**src/rtl/nco_pkg.sv**
```systemverilog
package nco_pkg;

    // Operation applied to the accumulator register on a clock edge
    typedef enum logic [1:0] {
        OP_HOLD = 2'd0,
        OP_STEP = 2'd1,
        OP_SEED = 2'd2
    } acc_op_t;

endpackage

```
**src/rtl/nco_ctl_delay.sv**
```systemverilog
// Fixed-length delay line for an active-low control; resets to inactive (high).
module nco_ctl_delay #(
    parameter int DEPTH = 4
) (
    input  logic clk,
    input  logic rst_n,
    input  logic din_n,
    output logic dout_n
);

    logic [DEPTH-1:0] stage_q;

    generate
        if (DEPTH == 1) begin : g_single
            always_ff @(posedge clk or negedge rst_n) begin
                if (!rst_n) stage_q <= '1;
                else        stage_q <= din_n;
            end
        end else begin : g_chain
            always_ff @(posedge clk or negedge rst_n) begin
                if (!rst_n) stage_q <= '1;
                else        stage_q <= {stage_q[DEPTH-2:0], din_n};
            end
        end
    endgenerate

    assign dout_n = stage_q[DEPTH-1];

endmodule

```
**src/rtl/nco_tune_reg.sv**
```systemverilog
// Staging register in front of the accumulator.
module nco_tune_reg #(
    parameter int W = 32
) (
    input  logic         clk,
    input  logic         rst_n,
    input  logic         xfer_eff_n,
    input  logic [W-1:0] word_in,
    output logic [W-1:0] word_q
);

    always_ff @(posedge clk or negedge rst_n) begin
        if (!rst_n)           word_q <= '0;
        else if (!xfer_eff_n) word_q <= word_in;
    end

endmodule

```
**src/rtl/nco_phase_acc.sv**
```systemverilog
// Accumulator register with HOLD / STEP / SEED operations.
module nco_phase_acc
    import nco_pkg::*;
#(
    parameter int W  = 32,
    parameter int PW = 13
) (
    input  logic          clk,
    input  logic          rst_n,
    input  logic          run_eff_n,
    input  logic          clr_eff_n,
    input  logic [W-1:0]  incr,
    output logic [W-1:0]  acc_q,
    output logic [PW-1:0] phase
);

    acc_op_t      op;
    logic [W-1:0] feedback;

    // Operation decode from the delayed controls
    always_comb begin
        unique case ({run_eff_n, clr_eff_n})
            2'b00:        op = OP_SEED;
            2'b01:        op = OP_STEP;
            2'b10, 2'b11: op = OP_HOLD;
            default:      op = OP_HOLD;
        endcase
    end

    // Feedback path is zeroed on SEED; the adder itself is shared
    assign feedback = (op == OP_SEED) ? '0 : acc_q;

    always_ff @(posedge clk or negedge rst_n) begin
        if (!rst_n) begin
            acc_q <= '0;
        end else begin
            unique case (op)
                OP_STEP, OP_SEED: acc_q <= feedback + incr;
                OP_HOLD:          acc_q <= acc_q;
                default:          acc_q <= acc_q;
            endcase
        end
    end

    assign phase = acc_q[W-1 -: PW];

endmodule

```
**src/rtl/nco_phase_pipe.sv**
```systemverilog
module nco_phase_pipe #(
    parameter int ACC_W    = 32,
    parameter int PHASE_W  = 13,
    parameter int XFER_DLY = 4,
    parameter int CLR_DLY  = 5,
    parameter int RUN_DLY  = 4
) (
    input  logic               clk,
    input  logic               rst_n,
    input  logic [ACC_W-1:0]   tune_word,
    input  logic               xfer_n,
    input  logic               clr_n,
    input  logic               run_n,
    output logic [PHASE_W-1:0] phase_o
);

    logic             xfer_n_dly;
    logic             clr_n_dly;
    logic             run_n_dly;
    logic [ACC_W-1:0] tune_q;
    logic [ACC_W-1:0] acc_q;

    nco_ctl_delay #(.DEPTH(XFER_DLY)) u_xfer_dly (
        .clk    (clk),
        .rst_n  (rst_n),
        .din_n  (xfer_n),
        .dout_n (xfer_n_dly)
    );

    nco_ctl_delay #(.DEPTH(CLR_DLY)) u_clr_dly (
        .clk    (clk),
        .rst_n  (rst_n),
        .din_n  (clr_n),
        .dout_n (clr_n_dly)
    );

    nco_ctl_delay #(.DEPTH(RUN_DLY)) u_run_dly (
        .clk    (clk),
        .rst_n  (rst_n),
        .din_n  (run_n),
        .dout_n (run_n_dly)
    );

    nco_tune_reg #(.W(ACC_W)) u_tune (
        .clk        (clk),
        .rst_n      (rst_n),
        .xfer_eff_n (xfer_n_dly),
        .word_in    (tune_word),
        .word_q     (tune_q)
    );

    nco_phase_acc #(.W(ACC_W), .PW(PHASE_W)) u_acc (
        .clk       (clk),
        .rst_n     (rst_n),
        .run_eff_n (run_n_dly),
        .clr_eff_n (clr_n_dly),
        .incr      (tune_q),
        .acc_q     (acc_q),
        .phase     (phase_o)
    );

endmodule

```
**config.mk**
```make
export PLATFORM = sky130hd
export DESIGN_NAME = nco_phase_pipe
export DESIGN_NICKNAME = d
export VERILOG_FILES = /design/src/rtl/nco_pkg.sv /design/src/rtl/nco_ctl_delay.sv /design/src/rtl/nco_tune_reg.sv /design/src/rtl/nco_phase_acc.sv /design/src/rtl/nco_phase_pipe.sv
export SDC_FILE = /design/constraint.sdc
export NUM_CORES = 1
export LEC_CHECK = 0
export CAP_MARGIN = 5
export CORE_MARGIN = 3
export CORE_UTILIZATION = 40
export CTS_CLUSTER_DIAMETER = 60
export DETAILED_ROUTE_END_ITERATION = 8
export DONT_BUFFER_PORTS = 1
export GPL_TIMING_DRIVEN = 0
export PLACE_DENSITY = 0.52
export SYNTH_ARGS = -nofsm -noshare
export SYNTH_HDL_FRONTEND = slang
export SYNTH_SLANG_ARGS = --single-unit
```
**constraint.sdc**
```tcl
create_clock -name clk -period 4.4 [get_ports clk]
set_input_delay 0.66 -clock clk [delete_from_list [all_inputs] [get_ports clk]]
set_output_delay 0.66 -clock clk [all_outputs]
set_load 0.05 [all_outputs]
```
# [After elaboration in Yosys (flattened, before gate mapping)]
# Cells that the tools add are included.
# Widths: inputs -> output; s select.
[op_classes] shifts=0 div_mod_pow=0 add_sub_neg=1 n_lt_le_gt_ge=0 n_bitwise=0 n_reduce_logical=3 eq_ne=5 mux=2 multipliers=0
[ops] cell="$add 32x32->32" n=1
[ops] cell="$mux 32" n=1
[ops] cell="$eq 2x2->1 const B" n=3
[ops] cell="$pmux 2 s3" n=1
[ops] cell="$eq 2x1->1 const B" n=2
[ops] cell="$reduce_or 2->1" n=2
[ops] cell="$logic_not 2->1" n=1
[word_totals] romBits=0 latch_bits=0 out_inout_bits=13 mem_bits_rw=0 ff_bits=77 n_memories=0 inputBits=37

# [Depth between registers and ports, before layout]
# Gate-level depths: netlist of run 1.
[logic_depth] word_depth=6 ltp_mapped=14 ltp_nobuf=12

# [Hierarchy]
# From an unflattened synthesis of run 1, not the netlist that was laid out.
[hier_totals] cells_unflattened=435 hier_area_um2=4634.4
[modules_own_cells] module="nco_phase_acc" seq_area_each_um2=800.8 area_each_um2=2947.8 cells_each=354 instances=1
[modules_own_cells] module="nco_tune_reg" seq_area_each_um2=800.8 area_each_um2=1345.0 cells_each=68 instances=1
[modules_own_cells] module="nco_ctl_delay at u_run_dly ..." seq_area_each_um2=105.1 area_each_um2=105.1 cells_each=4 instances=2
[modules_own_cells] module="nco_ctl_delay at u_clr_dly" seq_area_each_um2=131.4 area_each_um2=131.4 cells_each=5 instances=1

# [Least setup slack after synthesis of run 1]
# OpenSTA, ideal clock, no wires.
[synth_timing] path_type="flip-flop to flip-flop" startpoint="reg u_run_dly.stage_q[3]" endpoint="reg u_acc.acc_q[30]" path_stages_with_launch=15 required_time_ns=4.268 t_arrival_ns=3.229 period_less_slack_ns=3.361 setup_time_ns=0.132 path_slack_ns=1.039 path_cell_list="dfstp_2 > buf_2 > nor2_1 > clkbuf_1 > nor2b_1 > ha_1 > fa_1 > a211oi_1 > o21bai_1 > o211ai_2 > a311oi_1 > a211o_1 > a2111oi_2 > xor2_1 > o21ai_1"
[synth_via] elab_chain_cells=6
[synth_lines] element="start: declaration" line_no="nco_ctl_delay.sv:11" text="logic [DEPTH-1:0] stage_q;"
[synth_lines] element="start signal: assignment" line_no="nco_ctl_delay.sv:22" text="else stage_q <= {stage_q[DEPTH-2:0], din_n};"
[synth_lines] element="$eq 2x2->1" line_no="nco_phase_acc.sv:22" text="unique case ({run_eff_n, clr_eff_n})"
[synth_lines] element="$reduce_or 2->1" line_no="nco_phase_acc.sv:22"
[synth_lines] element="$pmux 2 s3 *" line_no="nco_phase_acc.sv:22"
[synth_lines] element="$eq 2x2->1" line_no="nco_phase_acc.sv:31, nco_phase_acc.sv:37"
[synth_lines] element="$mux 32" line_no="nco_phase_acc.sv:31" text="assign feedback = (op == OP_SEED) ? '0 : acc_q;"
[synth_lines] element="$add 32x32->32" line_no="nco_phase_acc.sv:38" text="OP_STEP, OP_SEED: acc_q <= feedback + incr;"
[synth_lines] element="end signal: assignment" line_no="nco_phase_acc.sv:38"
[synth_lines] element="end signal: assignment" line_no="nco_phase_acc.sv:39" text="OP_HOLD: acc_q <= acc_q;"
[synth_lines] element="end signal: assignment" line_no="nco_phase_acc.sv:40" text="default: acc_q <= acc_q;"
[synth_lines] element="end: declaration" line_no="nco_phase_acc.sv:13" text="output logic [W-1:0] acc_q,"
# Every way passes the cells marked *; elsewhere a longest branch is shown, timed or not.
# A chain may end at the register's enable or synchronous reset.

# [Worst setup path after layout of run 1]
# Same ends and word-level chain as after synthesis.

==> impl_metrics.toml, run 1 <==
[routing]
wire_per_inst_um = 16.8
vias_per_cell = 5.55
vias = 3438
drt_wl_total_um = 10400
drtAntennaViolNets = 0
drc = 0
drtPass1Iterations = 4
drt_iter0_drc = 123

[global_route]
grt_pass1_wl_um = 17400
grt_pass1_vias = 3411
antenna_found_initial = 0
grt_usage_pct = 17.3
gr-total-overflow = 0
grt_max_degree = 65

[placed_design]
place_congestion = 0.827
dp_hpwl_um = 7530
numPortBuffers = 0

[clock_tree]
cts-root-buf = "clkbuf_16"
cts_sinks = 77
clock_latency_ns = 0.35
htreeDepth = 3
path_clk_slew_ns = 0.06
clock_path_buffers = 2
numCtsBuffers = 9
tritoncts = "yes"

[critical_path]
cp_max_fo = 10
path_class = "flip-flop to flip-flop"
required_ns = 4.61
cpMaxStageDelayCell = "fa_1"
worstSetupStartpointType = "flip-flop"
crit_arrival_ns = 4.10
crit_path_cell_trace = "buf_2 -> nor2_1 -> clkbuf_1 -> nor2b_1 -> fa_1 -> a211oi_1 -> o21bai_1 -> o211ai_2 -> a311oi_1 -> a211o_1 -> a2111oi_2 -> xor2_1 -> o21ai_1"
cpPeakStageDelay_ns = 0.48
worstSetupEndpointType = "flip-flop"

[timing]
grt_setup_unrepaired = "no"
fmax_mhz = 257
finalHoldViolCount = 0
setup_viol = 0
fin_setup_tns_ns = 0
finalMaxSlewViolations = 0
min_period_ns = 3.89
fin_crit_sh_pct = 88.5
relSlewSlack_pct = 55.1
tightest_slew_ns = 0.674
skew_ns = 0.0115

[finish]
area_growth_pct = 11.1
layout_commonest_cell = "dfrtp_1"
drive_above_1_share_pct = 19.0
nets = 544
n_antenna_cell = 0
final_cell_mix = "64 x dfrtp_1, 44 x nand2_1, 34 x mux2_2"
final_core_util_pct = 46.3

[power_and_ir_drop]
power.density_nw_per_um2 = 678
power.total_mw = 3.48
vdd_drop_max_v = 0.000366
leakagePower_nw = 2.29

[min_path]
hp-class = "input port to asynchronous set/reset pin"

[floorplan]
start_util_pct = 41.7
ioPinCount = 50
rows = 38
die_y_um = 113
core_um2 = 11100
dieArea_um2 = 12900
fp.dieW_um = 113

[flow_run]
drv_cap = 0

[outcome]
outcome = "completed"

[logic_synthesis]
ys_ff_latch = 77
yosysWarnings = 0
yosysSeqAreaShare_pct = 42.1
synth_edf_count = 0
netlist_area_um2 = 4620
avgSynthCellArea_um2 = 9.97
synth_ff_type = "dfrtp_1"
syn_inst = 463
syn_nets = 532
synthDistinctLibCells = 56
async_reset_ff_share_pct = 100
critical path: cells and delay by family, from the launching register on:
kind	cells	cell delay, ns
AOI/OAI and AO/OA	7	1.72
xor gates and xnor gates	1	0.19
adders and majority gates	1	0.48
buffers and inverters	2	0.63
DFF	1	0.36
and+or+nand+nor	2	0.38
logic make-up (layout without fill, tap and decap cells):
| family | after synthesis | count (layout) | synth area share [%] |
|---|---|---|---|
| compound gates | 135 | 135 | 19.0 |
| simple gates | 126 | 126 | 14.0 |
| flops | 77 | 77 | 42.1 |
| buf+inv | 43 | 60 | 4.74 |
| mux | 34 | 34 | 8.29 |
| fa+ha+maj | 32 | 32 | 8.83 |
| xor+xnor | 16 | 16 | 3.03 |
layout make-up:
cell class	count	area, um2
fillers	1053	5950
multi-input cells	343	2460
flip-flops and latches	77	1940
clock buffers	11	264
well taps	140	175
plain buffers	29	168
inverters	14	52.6
clock inverters	5	46.3
repair buffers	1	27.5
through the flow:
| stage | instances | setup slack, ns | instance area (um2) | hold slack (ns) |
|---|---|---|---|---|
| 2_1_floorplan | 463 | 1.04 | 4620 | 0.345 |
| 3_3_place_gp | 603 | 0.272 | 4790 | 0.346 |
| 3_5_place_dp | 603 | 0.311 | 4790 | 0.347 |
| 4_1_cts | 620 | 0.280 | 5130 | 0.136 |
| 5_1_grt | 620 | 0.130 | 5130 | 0.131 |
| 6_report | 620 | 0.506 | 5130 | 0.153 |
metal layers:
metal | wire length [um] | vias to the layer above | GRT usage [%]
met4 | 76 | 0 | 4.17
met5 | 0 | - | 0
met3 | 390 | 9 | 5.15
met2 | 4880 | 57 | 27.1
li1 | - | 1677 | -
met1 | 5090 | 1695 | 23.8
Yosys cell counts (2+ instances only):
library cell  count  area share, %
dfrtp_1          64             35
nand2_1          44            3.6
mux2_2           34            8.3
nor2b_1          32            4.3
o21ai_0          32            3.5
ha_1             31            8.4
a21oi_1          28            3.0
nor2_1           16            1.3
a21o_1           15            2.4
buf_4            15            2.4
inv_1            14            1.1
dfstp_2          13            7.4
clkbuf_1         10           0.81
o21ai_1          10            1.1
o31ai_1           8            1.3
xnor2_1           8            1.5
xor2_1            8            1.5
and3_1            6           0.81
nor3_1            6           0.65
a211oi_1          5           0.81
a31oi_1           5           0.68
o211ai_1          5           0.81
o21a_1            4           0.65
buf_1             3           0.24
nand3_1           3           0.33
nand4_1           3           0.41
or3_1             3           0.41
a211o_1           2           0.38
a21boi_1          2           0.33
a221oi_1          2           0.38
a311oi_1          2           0.38
nand2b_1          2           0.27
nor3b_1           2           0.33
o2111ai_1         2           0.38
o211a_1           2           0.43
o21bai_1          2           0.33
flip-flops by register name, indices dropped and copies added (netlist names):
signal / flops
u_tune.word_q: 32
u_run_dly.stage_q: 4
u_acc.acc_q: 32
u_clr_dly.stage_q: 5
u_xfer_dly.stage_q: 4
path summary, 6_finish.rpt:
path | cells past startpoint | slack (ns) | startpoint | end
max | 13 | 0.51 | u_run_dly.stage_q[3] | u_acc.acc_q[30]
min in group clk | 0 | 0.30 | clr_n | u_clr_dly.stage_q[0]
max reg2reg | 13 | 0.51 | u_run_dly.stage_q[3] | u_acc.acc_q[30]
max in group asynchronous | 1 | 3.92 | rst_n | u_tune.word_q[7]
min | 0 | 0.15 | rst_n | u_xfer_dly.stage_q[2]
min reg2reg | 0 | 0.35 | u_clr_dly.stage_q[3] | u_clr_dly.stage_q[4]
where the power goes:
group	total (mW)	leakage (nW)	switching, mW	internal [mW]
clock network	0.765	0.155	0.321	0.444
registers	1.00	0.894	0.104	0.898
logic	1.71	1.24	1.01	0.709
total	3.48	2.29	1.43	2.05
repair_timing:
action | CTS | global route
endpoints found under the setup margin | 0 | 1
buffers inserted | 0 | 0
hold buffers | 1 | 0
gates resized for setup | 0 | 2
endpoints found under the hold margin | 64 | 0
(Power assumes the default switching activity.)
==> inputs of run 2 (changes only) <==
Settings changed: MAX_ROUTING_LAYER set to met4.
==> impl_metrics.toml, run 2 (synthesized netlist as in run 1, its figures left out) <==
[power_and_ir_drop]
leakagePower_nw = 2.29
vdd_drop_max_v = 0.000366
power.density_nw_per_um2 = 678

[critical_path]
path_depth = 13
crit_path_cell_trace = "buf_2 -> nor2_1 -> clkbuf_1 -> nor2b_1 -> fa_1 -> a211oi_1 -> o21bai_1 -> o211ai_2 -> a311oi_1 -> a211o_1 -> a2111oi_2 -> xor2_1 -> o21ai_1"
worstSetupEndpointType = "flip-flop"
worstSetupStartpointType = "flip-flop"
path_class = "flip-flop to flip-flop"
cpMaxStageDelayCell = "fa_1"
cp_max_fo = 10
cp-startpoint = "u_run_dly.stage_q[3]"
crit_family = "compound AO/OA/AOI/OAI gates"
reg2regPathDepth = 13
crit_arrival_ns = 4.07
cpPeakStageDelay_ns = 0.48
worst-path-buf-inv = 2
required_ns = 4.61
timing.rr.end = "u_acc.acc_q[30]"
reg2reg_from = "u_run_dly.stage_q[3]"
crit_end = "u_acc.acc_q[30]"
reg2reg_slack_ns = 0.53

[timing]
setup_viol = 0
grt_setup_unrepaired = "no"
fin_setup_tns_ns = 0
min_period_ns = 3.87
fmax_mhz = 259
fin_crit_sh_pct = 87.8
tightest_slew_ns = 0.672
finalHoldViolCount = 0
holdWs_ns = 0.153
skew_ns = 0.0102
finalMaxSlewViolations = 0
relSlewSlack_pct = 55.2

[flow_run]
drv_cap = 0

[global_route]
grt_usage_pct = 17.8
gr-total-overflow = 0
grt_max_degree = 65
antenna_found_initial = 0
grt_pass1_vias = 3410
grt_pass1_wl_um = 17400

[floorplan]
dieArea_um2 = 12900
core_um2 = 11100
fp.dieW_um = 113
die_y_um = 113
ioPinCount = 50
rows = 38
start_util_pct = 41.7

[finish]
final_cell_mix = "64 x dfrtp_1, 44 x nand2_1, 34 x mux2_2"
largestRegisters = "u_acc.acc_q (32), u_tune.word_q (32), u_clr_dly.stage_q (5)"
area_growth_pct = 11.1
drive_above_1_share_pct = 19.0
instances_no_fill = 620
nFillCells = 1053
layout_commonest_cell = "dfrtp_1"
nets = 544
n_antenna_cell = 0

[placed_design]
numPortBuffers = 0
place_congestion = 0.839
dpl.cell_count = 603
dp_hpwl_um = 7530

[clock_tree]
path_clk_slew_ns = 0.06
tritoncts = "yes"
clock_path_buffers = 2
cts-root-buf = "clkbuf_16"
cts_sinks = 77
cts_setup_buffers = 0
numCtsBuffers = 9
htreeDepth = 3
clock_latency_ns = 0.35

[routing]
drc = 0
vias_per_cell = 5.56
vias = 3448
drtPass1Iterations = 4
drt_wl_total_um = 10400
drt_iter0_drc = 113
wire_per_inst_um = 16.8
drtAntennaViolNets = 0

[outcome]
outcome = "completed"

[min_path]
hp-class = "input port to asynchronous set/reset pin"
-- run 2: cell counts in the layout (fill, tap and decap cells not counted) --
Identical to the previous run, type by type.
-- run 2: how the worst min path moves through the flow --
| stage | slack, ns | end | cells past startpoint |
|---|---|---|---|
| after floorplan | 0.35 | u_clr_dly.stage_q[1] | 0 |
| after global placement | 0.35 | u_xfer_dly.stage_q[3] | 0 |
| after global routing | 0.13 | u_xfer_dly.stage_q[3] | 0 |
| final | 0.15 | u_xfer_dly.stage_q[2] | 0 |
| after detailed placement | 0.35 | u_clr_dly.stage_q[3] | 0 |
| after CTS | 0.14 | u_xfer_dly.stage_q[3] | 0 |
-- run 2: layout make-up --
type,instances,area (um2),share of cell area (%)
clock inverter,5,46.3,0.902
inverter,14,52.6,1.02
clock buffer,11,264,5.14
tap,140,175,3.41
multi-input combinational,343,2460,47.9
timing repair buffer,1,27.5,0.536
sequential,77,1940,37.9
buffer,29,168,3.27
-- run 2: metrics by stage --
| stage | cell area, um2 | total power, mW | utilization, % | worst slack [ns] |
|---|---|---|---|---|
| floorplan | 4620 | 2.43 | - | 1.04 |
| detailed placement | 4790 | 2.71 | 43.3 | 0.311 |
| finish | 5130 | 3.48 | 46.3 | 0.535 |
| CTS | 5130 | 3.52 | 46.3 | 0.280 |
| global route | 5130 | 3.76 | 46.3 | 0.133 |
| global placement | 4790 | 2.68 | 43.3 | 0.272 |
-- run 2: worst reg2reg max path: cells and delay by family (launching register included) --
kind | cells | cell delay (ns)
AO/OA/AOI/OAI | 7 | 1.70
buffers and inverters | 2 | 0.62
adder cells (fa/ha/maj) | 1 | 0.48
AND/OR/NAND/NOR | 2 | 0.37
flip-flops | 1 | 0.36
XOR/XNOR | 1 | 0.20
-- run 2: report_power, final --
part | total (mW) | internal (mW) | switching [mW] | leakage (nW)
registers | 1.00 | 0.898 | 0.104 | 0.894
clock network | 0.765 | 0.444 | 0.321 | 0.155
logic | 1.71 | 0.709 | 1.00 | 1.24
total | 3.48 | 2.05 | 1.43 | 2.29
-- run 2: per-layer routing --
layer  up-vias  GRT usage (%)  wire length (um)
met5         -              -                 0
li1       1678              -                 -
met4         0           4.17                72
met2        60           27.2              4880
met1      1702           23.7              5030
met3         8           5.04               421
-- run 2: what timing repair did --
item / 4_1_cts / 5_1_grt
hold endpoints to repair: 64 / 0
resized for setup: 0 / 2
endpoints found under the setup margin: 0 / 1
hold buffers: 1 / 0
